**src/rtl/ssg_pkg.sv**
```systemverilog
package ssg_pkg;

    typedef enum logic {
        DIR_READ  = 1'b0,
        DIR_WRITE = 1'b1
    } stream_dir_e;

    // bits needed to hold the values 0..depth
    function automatic int unsigned cnt_bits(int unsigned depth);
        return $clog2(depth + 1);
    endfunction

endpackage

```
**src/rtl/ssg_repeater.sv**
```systemverilog
module ssg_repeater #(
    parameter int AW = 16,
    parameter int CW = 8
) (
    input  logic          clk,
    input  logic          rst_n,
    input  logic          desc_valid,
    input  logic [AW-1:0] desc_base,
    input  logic [CW-1:0] desc_count,
    input  logic [AW-1:0] desc_stride,
    input  logic          desc_last,
    input  logic          take,
    output logic          desc_ready,
    output logic          addr_valid,
    output logic [AW-1:0] addr,
    output logic          all_issued
);

    typedef struct packed {
        logic          active;
        logic          last;
        logic          issued;
        logic [CW-1:0] left;
        logic [AW-1:0] addr;
        logic [AW-1:0] stride;
    } rep_t;

    rep_t st_d, st_q;

    assign desc_ready = !st_q.active && !st_q.issued;
    assign addr_valid = st_q.active;
    assign addr       = st_q.addr;
    assign all_issued = st_q.issued;

    always_comb begin
        st_d = st_q;
        if (st_q.active && take) begin
            st_d.addr = st_q.addr + st_q.stride;
            st_d.left = st_q.left - CW'(1);
            if (st_q.left == CW'(1)) begin
                st_d.active = 1'b0;
                st_d.issued = st_q.last;
            end
        end
        if (desc_ready && desc_valid) begin
            if (desc_count == '0) begin
                st_d.issued = desc_last;
            end else begin
                st_d.active = 1'b1;
                st_d.addr   = desc_base;
                st_d.left   = desc_count;
                st_d.stride = desc_stride;
                st_d.last   = desc_last;
            end
        end
    end

    always_ff @(posedge clk or negedge rst_n) begin
        if (!rst_n) st_q <= '0;
        else        st_q <= st_d;
    end

    // an address is consumed only while a run is in progress
    p_take_in_run_r2: assert property (@(posedge clk) disable iff (!rst_n)
        take |-> st_q.active);

    // the end of the sequence is never withdrawn
    p_issued_sticky_r10: assert property (@(posedge clk) disable iff (!rst_n)
        st_q.issued |=> st_q.issued);

    // an address not consumed is offered again unchanged
    p_addr_hold_r11: assert property (@(posedge clk) disable iff (!rst_n)
        st_q.active && !take |=> st_q.active && $stable(st_q.addr));

endmodule

```
**src/rtl/ssg_fifo.sv**
```systemverilog
module ssg_fifo #(
    parameter int  DW    = 16,
    parameter int  DEPTH = 16,
    localparam int PW    = (DEPTH > 1) ? $clog2(DEPTH) : 1,
    localparam int CNTW  = ssg_pkg::cnt_bits(DEPTH)
) (
    input  logic            clk,
    input  logic            rst_n,
    input  logic            push,
    input  logic [DW-1:0]   wdata,
    input  logic            pop,
    output logic [DW-1:0]   head,
    output logic [CNTW-1:0] count,
    output logic            empty,
    output logic            full
);

    typedef struct packed {
        logic [PW-1:0]   wr;
        logic [PW-1:0]   rd;
        logic [CNTW-1:0] cnt;
    } fifo_t;

    fifo_t st_d, st_q;
    logic [DW-1:0] store_q [DEPTH];
    logic do_push, do_pop;

    function automatic logic [PW-1:0] bump(logic [PW-1:0] p);
        return (p == PW'(DEPTH - 1)) ? '0 : p + PW'(1);
    endfunction

    assign empty   = (st_q.cnt == '0);
    assign full    = (st_q.cnt == CNTW'(DEPTH));
    assign count   = st_q.cnt;
    assign head    = store_q[st_q.rd];
    assign do_push = push && !full;
    assign do_pop  = pop && !empty;

    always_comb begin
        st_d = st_q;
        if (do_push) st_d.wr = bump(st_q.wr);
        if (do_pop)  st_d.rd = bump(st_q.rd);
        st_d.cnt = st_q.cnt + CNTW'(do_push) - CNTW'(do_pop);
    end

    always_ff @(posedge clk or negedge rst_n) begin
        if (!rst_n) st_q <= '0;
        else        st_q <= st_d;
    end

    always_ff @(posedge clk) begin
        if (do_push) store_q[st_q.wr] <= wdata;
    end

    // occupancy never leaves 0..DEPTH
    p_count_range_r5: assert property (@(posedge clk) disable iff (!rst_n)
        st_q.cnt <= CNTW'(DEPTH));

    // a push into a full queue leaves it full and unchanged
    p_full_blocks_r8: assert property (@(posedge clk) disable iff (!rst_n)
        full && push && !pop |=> full && $stable(st_q.wr));

    // a pop from an empty queue leaves it empty
    p_empty_blocks_r7: assert property (@(posedge clk) disable iff (!rst_n)
        empty && pop && !push |=> empty && $stable(st_q.rd));

endmodule

```
**src/rtl/ssg_mem_if.sv**
```systemverilog
module ssg_mem_if #(
    parameter int AW    = 16,
    parameter int DW    = 16,
    parameter int DEPTH = 16,
    parameter int CNTW  = 5
) (
    input  logic            clk,
    input  logic            rst_n,
    input  logic            dir_write,
    input  logic            addr_valid,
    input  logic [AW-1:0]   addr,
    input  logic [CNTW-1:0] fifo_count,
    input  logic            fifo_empty,
    input  logic [DW-1:0]   fifo_head,
    input  logic            mem_gnt,
    input  logic            mem_rvalid,
    output logic            mem_req,
    output logic            mem_we,
    output logic [AW-1:0]   mem_addr,
    output logic [DW-1:0]   mem_wdata,
    output logic            take,
    output logic            drain_pop
);

    localparam logic [CNTW:0] LIMIT = (CNTW + 1)'(DEPTH);

    typedef struct packed {
        logic [CNTW-1:0] outst;
    } cred_t;

    cred_t st_d, st_q;
    logic [CNTW:0] need;
    logic room_ok, rd_take;

    assign need      = {1'b0, st_q.outst} + {1'b0, fifo_count} + (CNTW + 1)'(1);
    assign room_ok   = (need <= LIMIT);
    assign mem_req   = addr_valid && (dir_write ? !fifo_empty : room_ok);
    assign mem_we    = dir_write;
    assign mem_addr  = addr;
    assign mem_wdata = fifo_head;
    assign take      = mem_req && mem_gnt;
    assign drain_pop = take && dir_write;
    assign rd_take   = take && !dir_write;

    always_comb begin
        st_d       = st_q;
        st_d.outst = st_q.outst + CNTW'(rd_take) - CNTW'(mem_rvalid);
    end

    always_ff @(posedge clk or negedge rst_n) begin
        if (!rst_n) st_q <= '0;
        else        st_q <= st_d;
    end

    // data only returns for a read still in flight
    p_rsp_expected_r4: assert property (@(posedge clk) disable iff (!rst_n)
        mem_rvalid |-> (st_q.outst != '0));

    // reads in flight plus queued words fit in the queue
    p_credit_r5: assert property (@(posedge clk) disable iff (!rst_n)
        ({1'b0, st_q.outst} + {1'b0, fifo_count}) <= LIMIT);

    // an ungranted request persists with the same address
    p_req_hold_r11: assert property (@(posedge clk) disable iff (!rst_n)
        mem_req && !mem_gnt |=> mem_req && $stable(mem_addr));

endmodule

```
**src/rtl/ssg_stream.sv**
```systemverilog
module ssg_stream #(
    parameter int AW    = 16,
    parameter int DW    = 16,
    parameter int CW    = 8,
    parameter int DEPTH = 16
) (
    input  logic          clk,
    input  logic          rst_n,
    input  logic          dir_write,
    input  logic          desc_valid,
    output logic          desc_ready,
    input  logic [AW-1:0] desc_base,
    input  logic [CW-1:0] desc_count,
    input  logic [AW-1:0] desc_stride,
    input  logic          desc_last,
    input  logic          arr_pop,
    output logic [DW-1:0] arr_rdata,
    input  logic          arr_push,
    input  logic [DW-1:0] arr_wdata,
    output logic          halt,
    output logic          done,
    output logic          mem_req,
    output logic          mem_we,
    output logic [AW-1:0] mem_addr,
    output logic [DW-1:0] mem_wdata,
    input  logic          mem_gnt,
    input  logic          mem_rvalid,
    input  logic [DW-1:0] mem_rdata
);

    import ssg_pkg::*;

    localparam int CNTW = cnt_bits(DEPTH);

    stream_dir_e     dir;
    logic            addr_valid, take, drain_pop, all_issued;
    logic [AW-1:0]   gen_addr;
    logic            q_push, q_pop, q_empty, q_full;
    logic [DW-1:0]   q_wdata, q_head;
    logic [CNTW-1:0] q_count;

    assign dir = stream_dir_e'(dir_write);

    ssg_repeater #(.AW(AW), .CW(CW)) i_rep (
        .clk         (clk),
        .rst_n       (rst_n),
        .desc_valid  (desc_valid),
        .desc_base   (desc_base),
        .desc_count  (desc_count),
        .desc_stride (desc_stride),
        .desc_last   (desc_last),
        .take        (take),
        .desc_ready  (desc_ready),
        .addr_valid  (addr_valid),
        .addr        (gen_addr),
        .all_issued  (all_issued)
    );

    always_comb begin
        if (dir == DIR_WRITE) begin
            q_push  = arr_push;
            q_wdata = arr_wdata;
            q_pop   = drain_pop;
            halt    = arr_push && q_full;
        end else begin
            q_push  = mem_rvalid;
            q_wdata = mem_rdata;
            q_pop   = arr_pop;
            halt    = arr_pop && q_empty;
        end
    end

    ssg_fifo #(.DW(DW), .DEPTH(DEPTH)) i_fifo (
        .clk   (clk),
        .rst_n (rst_n),
        .push  (q_push),
        .wdata (q_wdata),
        .pop   (q_pop),
        .head  (q_head),
        .count (q_count),
        .empty (q_empty),
        .full  (q_full)
    );

    ssg_mem_if #(.AW(AW), .DW(DW), .DEPTH(DEPTH), .CNTW(CNTW)) i_mem (
        .clk        (clk),
        .rst_n      (rst_n),
        .dir_write  (dir_write),
        .addr_valid (addr_valid),
        .addr       (gen_addr),
        .fifo_count (q_count),
        .fifo_empty (q_empty),
        .fifo_head  (q_head),
        .mem_gnt    (mem_gnt),
        .mem_rvalid (mem_rvalid),
        .mem_req    (mem_req),
        .mem_we     (mem_we),
        .mem_addr   (mem_addr),
        .mem_wdata  (mem_wdata),
        .take       (take),
        .drain_pop  (drain_pop)
    );

    assign arr_rdata = q_head;
    assign done      = all_issued && ((dir == DIR_READ) || q_empty);

    // a stall is only ever raised by the control bit that belongs to the mode
    p_halt_source_r9: assert property (@(posedge clk) disable iff (!rst_n)
        halt |-> (dir_write ? arr_push : arr_pop));

    // returned read data always finds a free slot
    p_rsp_room_r5: assert property (@(posedge clk) disable iff (!rst_n)
        (!dir_write && mem_rvalid) |-> !q_full);

    // a finished output stream has nothing left to write
    p_done_idle_r10: assert property (@(posedge clk) disable iff (!rst_n)
        done |-> !mem_req);

endmodule

```
**config.mk**
```make
export PLATFORM = sky130hd
export DESIGN_NAME = ssg_stream
export DESIGN_NICKNAME = d
export VERILOG_FILES = /design/src/rtl/ssg_pkg.sv /design/src/rtl/ssg_repeater.sv /design/src/rtl/ssg_fifo.sv /design/src/rtl/ssg_mem_if.sv /design/src/rtl/ssg_stream.sv
export SDC_FILE = /design/constraint.sdc
export NUM_CORES = 1
export LEC_CHECK = 0
export ABC_AREA = 0
export CORE_MARGIN = 3
export CORE_UTILIZATION = 55
export DETAILED_ROUTE_END_ITERATION = 8
export HOLD_SLACK_MARGIN = 0.05
export PLACE_DENSITY = 0.77
export SYNTH_ARGS = -nofsm -noshare
export SYNTH_HDL_FRONTEND = slang
export SYNTH_SLANG_ARGS = --single-unit
```
**constraint.sdc**
```tcl
create_clock -name clk -period 6.2 [get_ports clk]
set_input_delay 1.86 -clock clk [delete_from_list [all_inputs] [get_ports clk]]
set_output_delay 1.86 -clock clk [all_outputs]
set_load 0.01 [all_outputs]
```
Yosys cells after proc, flatten, opt, wreduce, memory -nomap -nowiden
Memory sizes are Yosys's and may differ from the RTL's.
Index checks and enable logic that the tools add are counted.
{"block": "word_totals", "reg_bits": 61, "mem_bits_rw": 256, "in_bits": 81, "output_inout_bits": 53, "memories": 1}
{"block": "op_classes", "addsub": 10, "order_cmp": 1, "eq_ne": 4, "n_mux": 17, "bitwise_logic": 2, "n_reduce_logical": 21}
{"memory": "i_fifo.store_q", "depth": 16, "word_bits": 16, "read_ports": 1, "rd_ports_with_merged_regs": 0, "wr": 1, "line": "ssg_fifo.sv:25", "source": "logic [DW-1:0] store_q [DEPTH];"}
{"op": "$mux 43", "n": 1}
{"op": "$mux 40", "n": 1}
{"op": "$mux 25", "n": 1}
{"op": "$add 16x16->16", "n": 1}
{"op": "$mux 16", "n": 1}
{"op": "$logic_and 1x1->1", "n": 12}
{"op": "$add 5x1->5", "n": 2}
{"op": "$mux 1", "n": 10}
{"op": "$sub 5x1->5", "n": 2}
{"op": "$add 4x1->4 const B", "n": 2}
{"op": "$eq 4x4->1 const B", "n": 2}
{"op": "$eq 8x1->1 const B", "n": 1}
{"op": "$logic_not 8->1", "n": 1}
{"op": "$mux 4", "n": 2}
{"op": "$sub 8x1->8 const B", "n": 1}
{"op": "$add 5x5->6", "n": 1}
{"op": "$add 6x1->6 const B", "n": 1}
{"op": "$le 6x5->1 const B", "n": 1}
{"op": "$eq 5x5->1 const B", "n": 1}
{"op": "$logic_not 1->1", "n": 5}
{"op": "$logic_not 5->1", "n": 1}
{"op": "$mux 2", "n": 1}
{"op": "$not 1->1", "n": 2}
{"op": "$reduce_and 2->1", "n": 1}
{"op": "$logic_or 1x1->1", "n": 1}

Logic depth before layout (Yosys ltp)
{"block": "logic_depth", "ltp_word": 10, "depth_mapped": 13}

Cells and area by module
Synthesis repeated with hierarchy kept, for this count alone.
{"block": "unflattened", "cells_unflattened": 974, "hier_area_um2": 14591.5}
{"module": "ssg_fifo", "instances": 1, "cells_each": 528, "area_per_inst_um2": 10691.5, "seq_area_each_um2": 8012.7}
{"module": "ssg_repeater", "instances": 1, "cells_each": 331, "area_per_inst_um2": 2816.5, "seq_area_each_um2": 1076.0}
{"module": "ssg_mem_if", "instances": 1, "cells_each": 90, "area_per_inst_um2": 769.5, "seq_area_each_um2": 125.1}
{"module": "ssg_stream", "instances": 1, "cells_each": 25, "area_per_inst_um2": 314.1, "seq_area_each_um2": 0.0}

Least setup slack after synthesis
No wires, ideal clock.
{"block": "synth_path", "path_type": "input port to output port", "start": "input port dir_write", "end": "output port halt", "arrival_ns": 3.118, "setup_slack_ns": 1.222, "cell_stages": 5, "path_buffers": 3, "cell_sequence": "clkbuf_1 > clkbuf_1 > buf_1 > nand3_1 > a21oi_1"}
{"block": "synth_between", "elab_chain_cells": 1}
{"item": "start: declaration", "line": "ssg_stream.sv:9", "source": "input logic dir_write,"}
{"item": "$mux 1", "line": "ssg_stream.sv:60", "source": "if (dir == DIR_WRITE) begin"}
{"item": "end: declaration", "line": "ssg_stream.sv:20", "source": "output logic halt,"}
Every way passes these cells.

Worst setup path in the final report
{"block": "layout_path", "start": "input port dir_write", "end": "output port mem_req"}
{"block": "layout_between", "elab_chain_cells": 2}
{"item": "$mux 1", "line": "ssg_mem_if.sv:37", "source": "assign mem_req = addr_valid && (dir_write ? !fifo_empty : room_ok);"}
{"item": "$logic_and 1x1->1", "line": "ssg_mem_if.sv:37"}
{"item": "end: declaration", "line": "ssg_stream.sv:22", "source": "output logic mem_req,"}
Every way passes these cells.

==> impl_results.md <==
- All-Layer GR Usage: 21.9%
- Max Slew Vio Count: 0
- Wirelength, routed: 30,800 um
- Yosys top cell by area: edfxtp_1
- Tcrit/Tclk final: 90.4%
- FFs w/ async S/R, synth: 19.2%
- Rel. slew slack: around a quarter
- Hold Path Sink: i_rep.st_q[5]
- Static leakage: 0.00612 uW
- Iteration-0 DRC count of the detailed router: ~700
- Crit. End Element: primary output
- Critical-path top delay cell: clkdlybuf4s50_1
- Outcome: finished, final reports clean
- Sequential fraction of the synthesis area: 64.7%
- Vias: about 8,600
- Die area: 0.0279 mm^2
- Antenna cell count: 0
- Hold WS: roughly 0.48 ns
- Hold Vio Cnt, Final: 0
- Worst setup path startpoint: dir_write
- Synth top area share: a little over half
- Final TNS setup: 0 ns
- Drt drc: 0
- Pwr/cell area: 493 mW/mm^2
- Core Rows: 58
- Cells after Synth: 985
- Post-Synth Simple-Gate Area: under 10%
- Worst-margin pin slew: 1.12 ns
- Distinct cell type count after synthesis: 58
- Hold/Removal Path Class: flip-flop to flip-flop
- Worst r2r dst: i_mem.st_q[4]
- Setup CP Type: input pin to primary output
- RSZ-0062 raised after global routing: false
- Setup crit start kind: input pin
- Worst R2R Setup Slack: 2.74 ns
- # setup viols final: 0
- WP data arrival: 3.75 ns
- Syn Nets: 1,107
- Final Cell Area: about 0.017 mm^2
- Area Growth Syn to Fin: 17.1%
- Worst path most repeated cell: clkdlybuf4s50_1
- Final clock skew: 0.0249 ns
- # Post-CTS Setup Buffers: 0
- Layout Nets: between 1,000 and 1,500
- R2R Path Start: i_fifo.count[2]
- Detail Route Antenna Nets: 0
- CP Cell Sequence: clkdlybuf4s50_1 -> buf_4 -> o21ai_1 -> a21bo_1 -> o31a_1 -> clkdlybuf4s50_1
- Adder-cell share of the synthesized area: 3.76%
- CTS sink count: 317
- Total gr overflow: 0
- Drt wl/cell: around 21 um
- Max Cap Viol: 0
- DR vias/cell: approximately 6
- CP Max Fanout: 25
- Buffers added on ports: 133
- Htree depth: 1
- TritonCTS buffer count: 31
- I/O pin total: 134
- Hold-fix buffers, CTS: 0
- Die H: 167 um
- Top-count cell post-synth: edfxtp_1
- Synth area leaders: edfxtp_1, dfrtp_1, mux4_2
- DIE WIDTH: 167 um
- Global-route wire length before repair: 48,300 um
- Worst IR Drop VDD: 0.280 mV
- CP peak stage delay: around 0.53 ns
- CP required: 4.34 ns
- Initial core utilization: between 50% and 60%
- DRT Pass-1 Iters: 5
- Placed inst area: 0.0157 mm^2
- Compound-Gate Fraction of Synth Area: 7.67%
- Mux cell area share after synthesis: between 10% and 20%
- Post-Synth XOR/XNOR Area: about 1.7%
- Core Area: between 0.02 and 0.03 mm^2
- CTS tree: done
- Number of synthesized flops with an enable pin: 256
- Synth Flop Type: edfxtp_1
- Cells on Worst Hold Path: 2
- DP HPWL: 19,900 um
- Final period demand of the worst path: ~5.6 ns
- #FFs+latches synth: roughly 320
- F_max: 0.178 GHz
- Initial antenna violation count: 1
- Worst-skew pair later-pin latency: 0.56 ns
- Largest net degree at the start of global routing: 62
- WP buf/inv: 3
- Share of cells above drive strength 1: between 10% and 20%
- Mapped Area: roughly 0.014 mm^2
- CP delay by family, top: buffers and inverters
- Synth cell count leaders: edfxtp_1, nand2_1, mux2i_1
- Main combinational cell family by area after synthesis: multiplexers
- CTS clk-pin slew, worst paths: roughly 0.060 ns
- R2R cell count: 12
- Yosys warning count: 0
- Longest Clk Path Bufs: 3
- Post-CTS Resized: 0
- Worst hold start: i_rep.st_q[5]
- Vias in the first global route: 8,595
- Gpl congestion: 0.859
- Mapped Avg Cell Area: around 14 um^2
- Root Driver: clkbuf_16
## cell usage in the layout (no fill, tap or decap), types with 18 or more instances in the layout
master and count:
and2_1 20, o21ai_0 35, edfxtp_1 256, ha_1 38
o21ai_1 23, buf_4 21, dfrtp_1 60, nand2_1 118
inv_1 22, mux4_2 32, a21oi_1 36, clkbuf_16 31
clkdlybuf4s50_1 132, nor2_1 18, mux2i_1 62, mux2_2 31
## registers in the layout, summed over array words and instances (netlist names)
name,flops
i_fifo.count,5
i_rep.addr,16
i_fifo.st_q,8
i_rep.all_issued,1
i_mem.st_q,5
i_rep.st_q,25
i_fifo.store_q,256
i_rep.addr_valid,1
## metal layers
metal | up-vias | GRT usage [%] | share of wire [%]
li1 | 3929 | - | -
met1 | 4281 | 30.2 | 42
met5 | - | 0 | 0.029
met2 | 303 | 36.3 | 49
met4 | 2 | 5.09 | 1.9
met3 | 51 | 4.75 | 7.7
## area by class of cell
class / instances / area (um^2)
clock buffer: 43 / 831
clock inverter: 15 / 96.3
fill: 1755 / 8650
inverter: 22 / 82.6
multi-input combinational: 569 / 4530
sequential: 317 / 9220
tap: 330 / 413
timing repair buffer: 155 / 1500
## through the flow
| step | instances | power (uW) | setup slack [ns] | util [%] |
|---|---|---|---|---|
| final | 1451 | 8220 | 0.594 | 65.8 |
| after global routing | 1451 | 8720 | 0.509 | 65.8 |
| after CTS | 1451 | 8280 | 0.593 | 65.8 |
| after detailed placement | 1393 | 6550 | 0.602 | 62.2 |
| after global placement | 1393 | 6450 | 0.630 | 62.2 |
| after floorplan | 985 | 5460 | 1.22 | - |
## cells by family (layout without fill, tap and decap cells)
| family | count (synthesis) | in the layout |
|---|---|---|
| flip-flops | 317 | 317 |
| AND/OR/NAND/NOR | 207 | 207 |
| AO/OA/AOI/OAI | 168 | 168 |
| multiplexers | 126 | 126 |
| buffers and inverters | 99 | 235 |
| adder cells (fa/ha/maj) | 41 | 41 |
| XOR/XNOR | 27 | 27 |
## where the power goes
group / total, uW / switching [uW] / internal [uW]
combinational: 3490 / 1790 / 1700
clock: 1720 / 751 / 972
sequential: 3010 / 324 / 2690
## tightest hold or removal path, cell delays in order (launching register included)
cell     delay [ns]
dfrtp_1        0.34
nand2_1        0.05
nand2_1        0.05
## worst max path at each step
stage	cells after the start	slack, ns	to
global placement	6	0.63	mem_req
CTS	6	0.59	mem_req
floorplan	5	1.22	halt
finish	6	0.59	mem_req
detailed placement	6	0.60	mem_req
global route	6	0.51	mem_req
(Power assumes the default switching activity.)
